[src/rtl/serprog_pkg.sv]
package serprog_pkg;

    typedef enum logic [2:0] {
        ST_IDLE,
        ST_ERASE,
        ST_RECV,
        ST_BUSY,
        ST_ACK,
        ST_VERIFY
    } prog_state_t;

endpackage

[src/rtl/serprog_sync.sv]
module serprog_sync #(
    parameter int WIDTH  = 2,
    parameter int STAGES = 2
) (
    input  logic             clk,
    input  logic             rst_n,
    input  logic [WIDTH-1:0] async_in,
    output logic [WIDTH-1:0] sync_out
);

    logic [WIDTH-1:0] pipe [STAGES];

    generate
        for (genvar s = 0; s < STAGES; s++) begin : g_stage
            always_ff @(posedge clk or negedge rst_n) begin
                if (!rst_n) begin
                    pipe[s] <= '0;
                end else if (s == 0) begin
                    pipe[s] <= async_in;
                end else begin
                    pipe[s] <= pipe[s-1];
                end
            end
        end
    endgenerate

    assign sync_out = pipe[STAGES-1];

endmodule

[src/rtl/serprog_shift.sv]
module serprog_shift #(
    parameter int W = 16
) (
    input  logic         clk,
    input  logic         rst_n,
    input  logic         en,
    input  logic         take,
    input  logic         din,
    output logic         word_vld,
    output logic [W-1:0] word
);

    localparam int CW = (W > 1) ? $clog2(W) : 1;

    logic [CW-1:0] cnt;
    logic [W-1:0]  sreg;
    logic [W-1:0]  next_sreg;

    assign next_sreg = {din, sreg[W-1:1]};

    always_ff @(posedge clk or negedge rst_n) begin
        if (!rst_n) begin
            cnt      <= '0;
            sreg     <= '0;
            word     <= '0;
            word_vld <= 1'b0;
        end else begin
            word_vld <= 1'b0;
            if (!en) begin
                cnt <= '0;
            end else if (take) begin
                sreg <= next_sreg;
                if (cnt == CW'(W-1)) begin
                    cnt      <= '0;
                    word     <= next_sreg;
                    word_vld <= 1'b1;
                end else begin
                    cnt <= cnt + 1'b1;
                end
            end
        end
    end


    shift_idle_chk: assert property (@(posedge clk) disable iff (!rst_n)
        (!en) |=> !word_vld);

endmodule

[src/rtl/serprog_target.sv]
module serprog_target
    import serprog_pkg::*;
#(
    parameter int           WORDS     = 12,
    parameter int           W         = 16,
    parameter logic [W-1:0] CFG_MASK  = 16'h0FFF,
    parameter int           ERASE_CYC = 500000,
    parameter int           BUSY_CYC  = 6250000
) (
    input  logic clk,
    input  logic rst_n,
    input  logic prog_en,
    input  logic verify_en,
    input  logic pclk_in,
    input  logic pdat_in,
    output logic pdat_out,
    output logic pdat_oe,
    output logic overflow
);

    localparam int MAXC = (ERASE_CYC > BUSY_CYC) ? ERASE_CYC : BUSY_CYC;
    localparam int TW   = $clog2(MAXC + 1);
    localparam int AW   = $clog2(WORDS + 1);
    localparam int IW   = (WORDS > 1) ? $clog2(WORDS) : 1;
    localparam int BW   = (W > 1) ? $clog2(W) : 1;

    prog_state_t state, state_nx;

    logic [1:0]    sync_q;
    logic          pclk_s, pdat_s, pclk_d, pclk_fall;
    logic [TW-1:0] tmr;
    logic [AW-1:0] addr;
    logic [IW-1:0] idx;
    logic [BW-1:0] vbit;
    logic          in_range;
    logic          word_vld;
    logic [W-1:0]  word;
    logic [W-1:0]  mem [WORDS];
    logic          erase_done, busy_done;

    serprog_sync #(.WIDTH(2), .STAGES(2)) u_sync (
        .clk      (clk),
        .rst_n    (rst_n),
        .async_in ({pclk_in, pdat_in}),
        .sync_out (sync_q)
    );

    assign pclk_s = sync_q[1];
    assign pdat_s = sync_q[0];

    always_ff @(posedge clk or negedge rst_n) begin
        if (!rst_n) pclk_d <= 1'b0;
        else        pclk_d <= pclk_s;
    end

    assign pclk_fall = pclk_d & ~pclk_s;

    serprog_shift #(.W(W)) u_shift (
        .clk      (clk),
        .rst_n    (rst_n),
        .en       (state == ST_RECV),
        .take     (pclk_fall),
        .din      (pdat_s),
        .word_vld (word_vld),
        .word     (word)
    );

    assign in_range   = (addr < AW'(WORDS));
    assign idx        = addr[IW-1:0];
    assign erase_done = (tmr == TW'(ERASE_CYC - 1));
    assign busy_done  = (tmr == TW'(BUSY_CYC - 1));

    // next-state logic
    always_comb begin
        state_nx = state;
        unique case (state)
            ST_IDLE:   if (prog_en) state_nx = verify_en ? ST_VERIFY : ST_ERASE;
            ST_ERASE:  if (erase_done) state_nx = ST_RECV;
            ST_RECV:   if (word_vld && in_range) state_nx = ST_BUSY;
            ST_BUSY:   if (busy_done) state_nx = pclk_s ? ST_ACK : ST_RECV;
            ST_ACK:    if (!pclk_s) state_nx = ST_RECV;
            ST_VERIFY: state_nx = ST_VERIFY;
            default:   state_nx = ST_IDLE;
        endcase
        if (!prog_en) state_nx = ST_IDLE;
    end

    // state register, timer, address and store
    always_ff @(posedge clk or negedge rst_n) begin
        if (!rst_n) begin
            state    <= ST_IDLE;
            tmr      <= '0;
            addr     <= '0;
            vbit     <= '0;
            overflow <= 1'b0;
            for (int i = 0; i < WORDS; i++) mem[i] <= '0;
        end else begin
            state <= state_nx;
            tmr   <= (state_nx != state) ? '0 : tmr + 1'b1;
            unique case (state)
                ST_IDLE: begin
                    addr     <= '0;
                    vbit     <= '0;
                    overflow <= 1'b0;
                end
                ST_ERASE: begin
                    for (int i = 0; i < WORDS; i++) mem[i] <= '0;
                end
                ST_RECV: begin
                    if (word_vld) begin
                        if (in_range) begin
                            mem[idx] <= (idx == IW'(WORDS - 1)) ? (word & CFG_MASK) : word;
                            addr     <= addr + 1'b1;
                        end else begin
                            overflow <= 1'b1;
                        end
                    end
                end
                ST_VERIFY: begin
                    if (pclk_fall) begin
                        if (vbit == BW'(W - 1)) begin
                            vbit <= '0;
                            if (in_range) addr <= addr + 1'b1;
                        end else begin
                            vbit <= vbit + 1'b1;
                        end
                    end
                end
                default: ;
            endcase
        end
    end

    // output logic
    always_comb begin
        pdat_oe  = 1'b0;
        pdat_out = 1'b0;
        unique case (state)
            ST_BUSY: begin
                pdat_oe  = pclk_s;
                pdat_out = 1'b0;
            end
            ST_ACK: begin
                pdat_oe  = 1'b1;
                pdat_out = 1'b1;
            end
            ST_VERIFY: begin
                pdat_oe  = 1'b1;
                pdat_out = in_range ? mem[idx][vbit] : 1'b0;
            end
            default: ;
        endcase
    end


    erase_hold_chk: assert property (@(posedge clk) disable iff (!rst_n)
        (state == ST_ERASE && prog_en && !erase_done) |=> (state == ST_ERASE));


    busy_hold_chk: assert property (@(posedge clk) disable iff (!rst_n)
        (state == ST_BUSY && prog_en && !busy_done) |=> (state == ST_BUSY && !word_vld));


    addr_step_chk: assert property (@(posedge clk) disable iff (!rst_n)
        (state == ST_RECV && prog_en && word_vld && in_range) |=> (addr == $past(addr) + 1'b1));


    ack_high_chk: assert property (@(posedge clk) disable iff (!rst_n)
        (state == ST_BUSY && prog_en && busy_done && pclk_s) |=> (pdat_oe && pdat_out));


    no_overflow_clear_chk: assert property (@(posedge clk) disable iff (!rst_n)
        (overflow && prog_en) |=> overflow);


    idle_release_chk: assert property (@(posedge clk) disable iff (!rst_n)
        (!prog_en) |=> !pdat_oe);

endmodule

[config.mk]
export PLATFORM = sky130hd
export DESIGN_NAME = serprog_target
export DESIGN_NICKNAME = d
export VERILOG_FILES = /design/src/rtl/serprog_pkg.sv /design/src/rtl/serprog_sync.sv /design/src/rtl/serprog_shift.sv /design/src/rtl/serprog_target.sv
export SDC_FILE = /design/constraint.sdc
export NUM_CORES = 1
export LEC_CHECK = 0
export BUFFER_PORTS_ARGS = -buffer_cell sky130_fd_sc_hd__buf_2
export CAP_MARGIN = 0
export CORE_ASPECT_RATIO = 1.4
export CORE_MARGIN = 4
export CORE_UTILIZATION = 66
export CTS_BUF_LIST = sky130_fd_sc_hd__clkbuf_2
export CTS_CLUSTER_SIZE = 10
export DETAILED_ROUTE_END_ITERATION = 7
export PLACE_DENSITY = 0.81
export SYNTH_ARGS = -nofsm -noshare
export SYNTH_HDL_FRONTEND = slang
export SYNTH_SLANG_ARGS = --single-unit
[constraint.sdc]
create_clock -name clk -period 2.6 [get_ports clk]
set_input_delay 0.13 -clock clk [delete_from_list [all_inputs] [get_ports clk]]
set_output_delay 0.13 -clock clk [all_outputs]
set_load 0.05 [all_outputs]
==> results.md, run 1 <==
* DR pass1 iterations at 6
* Via/cell ratio at 6.361
* Worst vdd ir at 0.4541 mV
* Die height at 170.0 um
* CP startpoint kind: flip-flop
* Flop2flop setup slack at 0.10 ns
* # clock sinks at 268
* Placer Congestion at 1.025
* EDFF count, synth at 0
* Netlist Area Pre-Place at 12380 sq um
* Min-Delay Path Class: in -> reg
* Mapped Nets at 1185
* Vias in the first global route at 10620
* FP Rows at 59
* Post-Place Worst Slack at 0.0008535 ns
* Initial Util at 66.80%
* Most frequent cells in the layout: dfrtp_1 (265), nand2_1 (229), o21ai_1 (100), clkbuf_2 (92), buf_4 (85)
* Total gr overflow at 0
* MaxCap Viol Count at 0
* Crit path time final at 3.383 ns
* Unrepaired setup endpoints after global routing: yes
* Drt wl/cell at 22.78 um
* R2R depth at 7
* Die area at 21040 sq um
* Crit-path slowest cell: mux4_2
* H-tree Lvls at 3
* Fin crit share at 130.1%
* First-pass GRT wire length at 57000 um
* Largest net degree at the start of global routing at 73
* Number of buffers and inverters on the critical path at 2
* Remaining antenna violation count at 0
* Reg2reg end: mem[95]
* Commonest non-fill, non-tap cell in the layout: dfrtp_1
* Worst-Margin Slew at 0.7130 ns
* Post-synth ARST share at 100.0%
* Final Setup Violations at 1
* Yosys cell types at 74
* Share of layout cells above drive strength 1 at 23.02%
* Status: finished with violations
* Cell family with most CP delay: compound AO/OA/AOI/OAI gates
* Port Buf Inserts at 8
* Simple-gate portion of the synthesized area at 14.72%
* CP max FO at 14
* Slew headroom at 52.47%
* CTS tree: done
* CP Capture Type: output port
* Post-synthesis adder-cell area fraction at 0.7076%
* Combinational family with the most area after synthesis: compound AO/OA/AOI/OAI gates
* Synth Area in Compound Gates at 15.05%
* Root buffer selected by CTS: clkbuf_2
* Ports at 9
* Worst-path clk slew at 0.11 ns
* Initial antenna violation count at 1
* CP peak stage delay at 0.51 ns
* All-layer global routing usage at 35.98%
* Iteration-0 DRC Markers at 934
* Via count at 9987
* PD cells at 573.3 nW/um^2
* Mux share of post-synthesis cell area at 9.978%
* Final nets at 1290
* Critical path class: reg -> out
* Worst r2r src: addr[3]
* Ys flop type: dfrtp_1
* Power, Total at 8.018 mW
* Cells after Synth at 1172
* DRC at 0
* Fmax at 0.2956 GHz
* CP cell instances: buf_12 -> mux4_2 -> nand2b_1 -> a31oi_1 -> nor3_1 -> a311o_1 -> o21ai_2 -> o211ai_1 -> buf_4
* Core area at 18530 sq um
* Worst-skew pair later-pin latency at 0.86 ns
* Violated checks: negative setup slack
* Yosys warning count at 0
* Layout area overhead at 13.00%
* Final WL at 35770 um
* Synth Area in XOR/XNOR at 1.759%
* Synthesized area per cell at 10.56 sq um
* Num CTS Buffers at 67
* Register area share after synthesis at 54.19%
* Hold Vio Cnt, Final at 0
* Pleak at 6.212 nW
* Max Slew Vio Count at 0
* Yosys reg bits at 268
* Setup ws final at -0.7833 ns
* Worst EP required at 2.47 ns
* Hold Startpoint: prog_en
* Max clock buf depth at 3
* Hold path endpoint: state[1]
* Layout Skew at 0.05906 ns
* Die width at 123.7 um
* Post-DP HPWL at 24730 um
* Hold depth at 3
* Worst Path Arrival at 3.25 ns
* Levels on crit path at 9
[how the worst max path moves through the flow]
| stage | startpoint | endpoint | slack [ns] |
|---|---|---|---|
| 6_report | addr[0] | pdat_out | -0.78 |
| 5_1_grt | addr[0] | pdat_out | -0.91 |
| 4_1_cts | addr[0] | pdat_out | -0.78 |
| 3_5_place_dp | addr[1] | pdat_out | 0.0009 |
| 3_3_place_gp | addr[1] | pdat_out | -0.01 |
| 2_1_floorplan | addr[0] | pdat_out | 0.003 |
[logic make-up after synthesis]
family,after synthesis
AO/OA/AOI/OAI,294
adder cells (fa/ha/maj),7
flip-flops,268
multiplexers,96
buffers and inverters,92
AND/OR/NAND/NOR,391
XOR/XNOR,24
[stage by stage]
stage	util (%)	TNS (ns)	area, sq um	instances	hold slack, ns
after floorplan	-	0	12380	1172	-0.1656
after global placement	71.21	-0.01246	13190	1438	0.1624
after detailed placement	71.21	0	13190	1438	0.1685
after CTS	75.33	-0.7848	13960	1568	0.1768
after global routing	75.48	-0.9059	13990	1570	0.1719
final	75.48	-0.7833	13990	1570	0.1974
[routing by layer]
| metal | part of all wire (%) | GRT usage (%) | vias up | wire (um) |
|---|---|---|---|---|
| met1 | 38 | 44.76 | 4886 | 13430 |
| met4 | 6.4 | 22.17 | 0 | 2290 |
| li1 | - | - | 4411 | - |
| met2 | 48 | 57.19 | 530 | 17250 |
| met5 | 0 | 0 | - | 0 |
| met3 | 7.8 | 7.912 | 160 | 2803 |
[power by group]
part	switching (mW)	leakage (nW)	internal, mW	total, mW
clock network	1.73	0.457	1.07	2.80
registers	0.0280	3.72	4.19	4.22
logic	0.666	2.03	0.332	0.998
total	2.42	6.21	5.60	8.02
[sequential cells by signal, indices dropped and copies added (netlist names), 3 cells and up]
| signal | cells |
|---|---|
| state | 3 |
| tmr | 23 |
| u_shift.sreg | 15 |
| mem | 192 |
| addr | 4 |
| u_shift.word | 16 |
| vbit | 4 |
| u_shift.cnt | 4 |
[tightest hold or removal path: stages]
cell           delay (ns)
dlygate4sd3_1        0.52
buf_2                0.18
and2_2               0.15
[final cells by class]
cell class	count	area, sq um
inverter	11	41.29
sequential	268	6710
antenna	1	2.502
timing repair buffer	117	1076
clock buffer	92	460.4
tap	244	305.3
clock inverter	25	141.4
multi-input combinational	812	5249
fill	1293	4543
[Yosys cell counts (3+ instances only)]
cell type,instances,share of area [%]
and2_1,7,0.35
nand2b_1,4,0.20
mux2_2,25,2.3
xor2_1,11,0.78
xnor2_1,12,0.85
a22oi_1,4,0.24
and3_1,8,0.40
nor2_1,42,1.3
buf_2,30,1.2
nand3_1,19,0.77
buf_4,6,0.36
o21ai_1,100,4.0
a211oi_1,9,0.55
inv_1,9,0.27
o21ai_0,70,2.8
a22o_1,44,3.1
a32oi_1,5,0.35
nor4b_1,3,0.21
mux2i_1,39,3.2
nor3_1,11,0.44
nor2b_1,9,0.45
o211ai_1,4,0.24
ha_1,7,0.71
a31oi_1,7,0.35
dfrtp_1,268,54
nor2_2,21,1.1
mux4_2,18,3.3
nor4_1,4,0.20
a21oi_1,13,0.53
or3_1,5,0.25
clkbuf_1,40,1.2
nand4b_1,4,0.28
o22ai_1,7,0.35
nand2_1,230,7.0
nand3b_1,3,0.18
mux2_1,14,1.3
nand4_1,4,0.20
buf_6,4,0.36
o221ai_1,6,0.42
[repair_timing]
item | CTS | global route
endpoints found under the hold margin | 291 | 0
resized for setup | 8 | 5
endpoints found under the setup margin | 1 | 9
pin swaps | 1 | 1
hold buffers | 9 | 0
buffers inserted | 4 | 1
Note: power is estimated with default switching activity, not from simulation.
==> inputs of run 2 (changes only) <==
- CTS_BUF_LIST: sky130_fd_sc_hd__clkbuf_2 -> sky130_fd_sc_hd__clkbuf_4 sky130_fd_sc_hd__clkbuf_8
==> run 2 against run 1 <==
Net effect:
- the flow still finishes with violations (negative setup slack)
- sequential share of layout area decreased by 1.2 points
- critical path depth grew 3
- first-iteration DRC count up 4.9%
- worst setup slack improved by 0.24 ns
- critical path type unchanged
==> results.md, run 2 (synthesis results as in run 1) <==
* Total gr overflow at 0
* CP peak stage delay at 0.44 ns
* FP Rows at 59
* Final nets at 1270
* Net switching fraction of the power at 26.34%
* Worst-skew pair later-pin latency at 0.56 ns
* DRC at 0
* Port Buf Inserts at 8
* PD cells at 621.4 nW/um^2
* Worst-Margin Slew at 0.6929 ns
* First-pass GRT wire length at 56750 um
* Max Slew Vio Count at 0
* Internal at 6.565 mW
* Vias in the first global route at 10370
* CTS tree: done
* Slew headroom at 53.69%
* TNS Setup at -0.5446 ns
* Crit-path slowest cell: dfrtp_2
* Final Setup Violations at 1
* R2R depth at 10
* Clock power frac at 40.9%
* Setup ws final at -0.5446 ns
* Max clock buf depth at 3
* Remaining antenna violation count at 0
* Ant diodes at 0
* Reg2reg end: mem[190]
* Critical path class: reg -> out
* Worst Path Arrival at 3.01 ns
* Num CTS Buffers at 42
* Placer Congestion at 1.025
* Fmax at 0.3180 GHz
* CP cell instances: buf_12 -> buf_4 -> buf_4 -> buf_4 -> nand2_2 -> a211oi_1 -> o31ai_1 -> o21ai_1 -> a211oi_2 -> o21ai_2 -> o211ai_1 -> buf_4
* All-layer global routing usage at 35.60%
* Layout Skew at 0.02045 ns
* Final WL at 36090 um
* Worst EP required at 2.47 ns
* Iteration-0 DRC Markers at 980
* CP Capture Type: output port
* Die width at 123.7 um
* MaxCap Viol Count at 0
* Hold Vio Cnt, Final at 0
* CP most frequent cell: buf_4
* Via/cell ratio at 6.518
* Drt wl/cell at 23.61 um
* Post-DP HPWL at 24730 um
* CP startpoint kind: flip-flop
* Violated checks: negative setup slack
* Min-Delay Path Class: in -> async
* Flop2flop setup slack at 0.08 ns
* Fin crit share at 120.9%
* Max FFs per register at 192
* Biggest regs: mem (192), tmr (23), u_shift.word (16)
* DR pass1 iterations at 5
* Die area at 21040 sq um
* Unrepaired setup endpoints after global routing: yes
* CP max FO at 7
* NetSw at 2.348 mW
* Flop pwr share at 47.4%
* Most frequent cells in the layout: dfrtp_1 (265), nand2_1 (228), o21ai_1 (100), buf_4 (90), o21ai_0 (68)
* Initial antenna violation count at 0
* Share of layout cells above drive strength 1 at 22.80%
* Dpl cells at 1438
* Layout area overhead at 15.88%
* Commonest non-fill, non-tap cell in the layout: dfrtp_1
* Crit path time final at 3.145 ns
* Initial Util at 66.80%
* Core area at 18530 sq um
* Largest net degree at the start of global routing at 80
* Status: finished with violations
* H-tree Lvls at 2
* Ports at 9
* Comb pwr share at 11.7%
* Worst vdd ir at 0.5967 mV
* Die height at 170.0 um
* Root buffer selected by CTS: clkbuf_8
* Pleak at 6.264 nW
* # clock sinks at 268
* Worst r2r src: addr[0]
* Via count at 9966
* Post-route insts no fill at 1529
* Largest Register: mem
* Worst-path clk slew at 0.07 ns
-- run 2: cell types whose count changed in the layout (fill, tap and decap cells not counted), moves of 3 or more --
cell,previous run,this run
clkbuf_2,92,0
dlygate4sd3_1,8,5
clkbuf_8,0,53
buf_4,85,90
clkinv_1,13,0
clkbuf_4,0,12
-- run 2: worst max path at each step --
stage,to,depth (start not counted),slack [ns],startpoint
6_report,pdat_out,12,-0.54,addr[0]
5_1_grt,pdat_out,12,-0.60,addr[0]
4_1_cts,pdat_out,9,-0.45,addr[0]
3_5_place_dp,pdat_out,9,0.0009,addr[1]
3_3_place_gp,pdat_out,9,-0.01,addr[1]
2_1_floorplan,pdat_out,10,0.003,addr[0]
-- run 2: critical path: cells and delay by family, from the launching register on --
kind | cells | cell delay [ns]
flops | 1 | 0.44
simple gates | 1 | 0.08
buf+inv | 5 | 0.89
compound gates | 6 | 1.03
-- run 2: through the flow --
step	power, mW	util, %	cell area (sq um)	setup WS (ns)	hold WS, ns
after CTS	8.870	76.56	14190	-0.4508	0.1676
after detailed placement	5.227	71.21	13190	0.0008535	0.1685
after floorplan	4.798	-	12380	0.003187	-0.1656
final	8.913	77.41	14340	-0.5446	0.1727
after global placement	5.219	71.21	13190	-0.01246	0.1624
after global routing	9.188	77.41	14340	-0.5960	0.2199
-- run 2: cell type report --
type | instances | area, sq um
multi-input cells | 812 | 5310
fillers | 1196 | 4187
repair buffers | 122 | 1114
flip-flops and latches | 268 | 6710
clock inverters | 7 | 42.54
inverters | 11 | 41.29
clock buffers | 65 | 819.5
well taps | 244 | 305.3
-- run 2: timing repair --
| item | 4_1_cts | 5_1_grt |
|---|---|---|
| pin swaps | 1 | 15 |
| endpoints found under the hold margin | 77 | 0 |
| endpoints found under the setup margin | 1 | 29 |
| hold buffers | 5 | 0 |
| gates resized for setup | 7 | 26 |
| buffers inserted | 6 | 8 |
| cloned | 0 | 0 |
-- run 2: per-layer routing --
layer | track usage, % | routed length, um
met2 | 57.52 | 17530
met4 | 19.90 | 2351
met5 | 0 | 0
met1 | 45.23 | 13420
met3 | 6.549 | 2792
-- run 2: power by group through the flow --
stage                     logic, mW  clock network (mW)  registers (mW)
after floorplan               0.504                   0            4.29
after global placement        0.919                   0            4.30
after detailed placement      0.924                   0            4.30
after CTS                     0.968                3.67            4.23
after global routing           1.10                3.86            4.23
final                          1.04                3.64            4.23
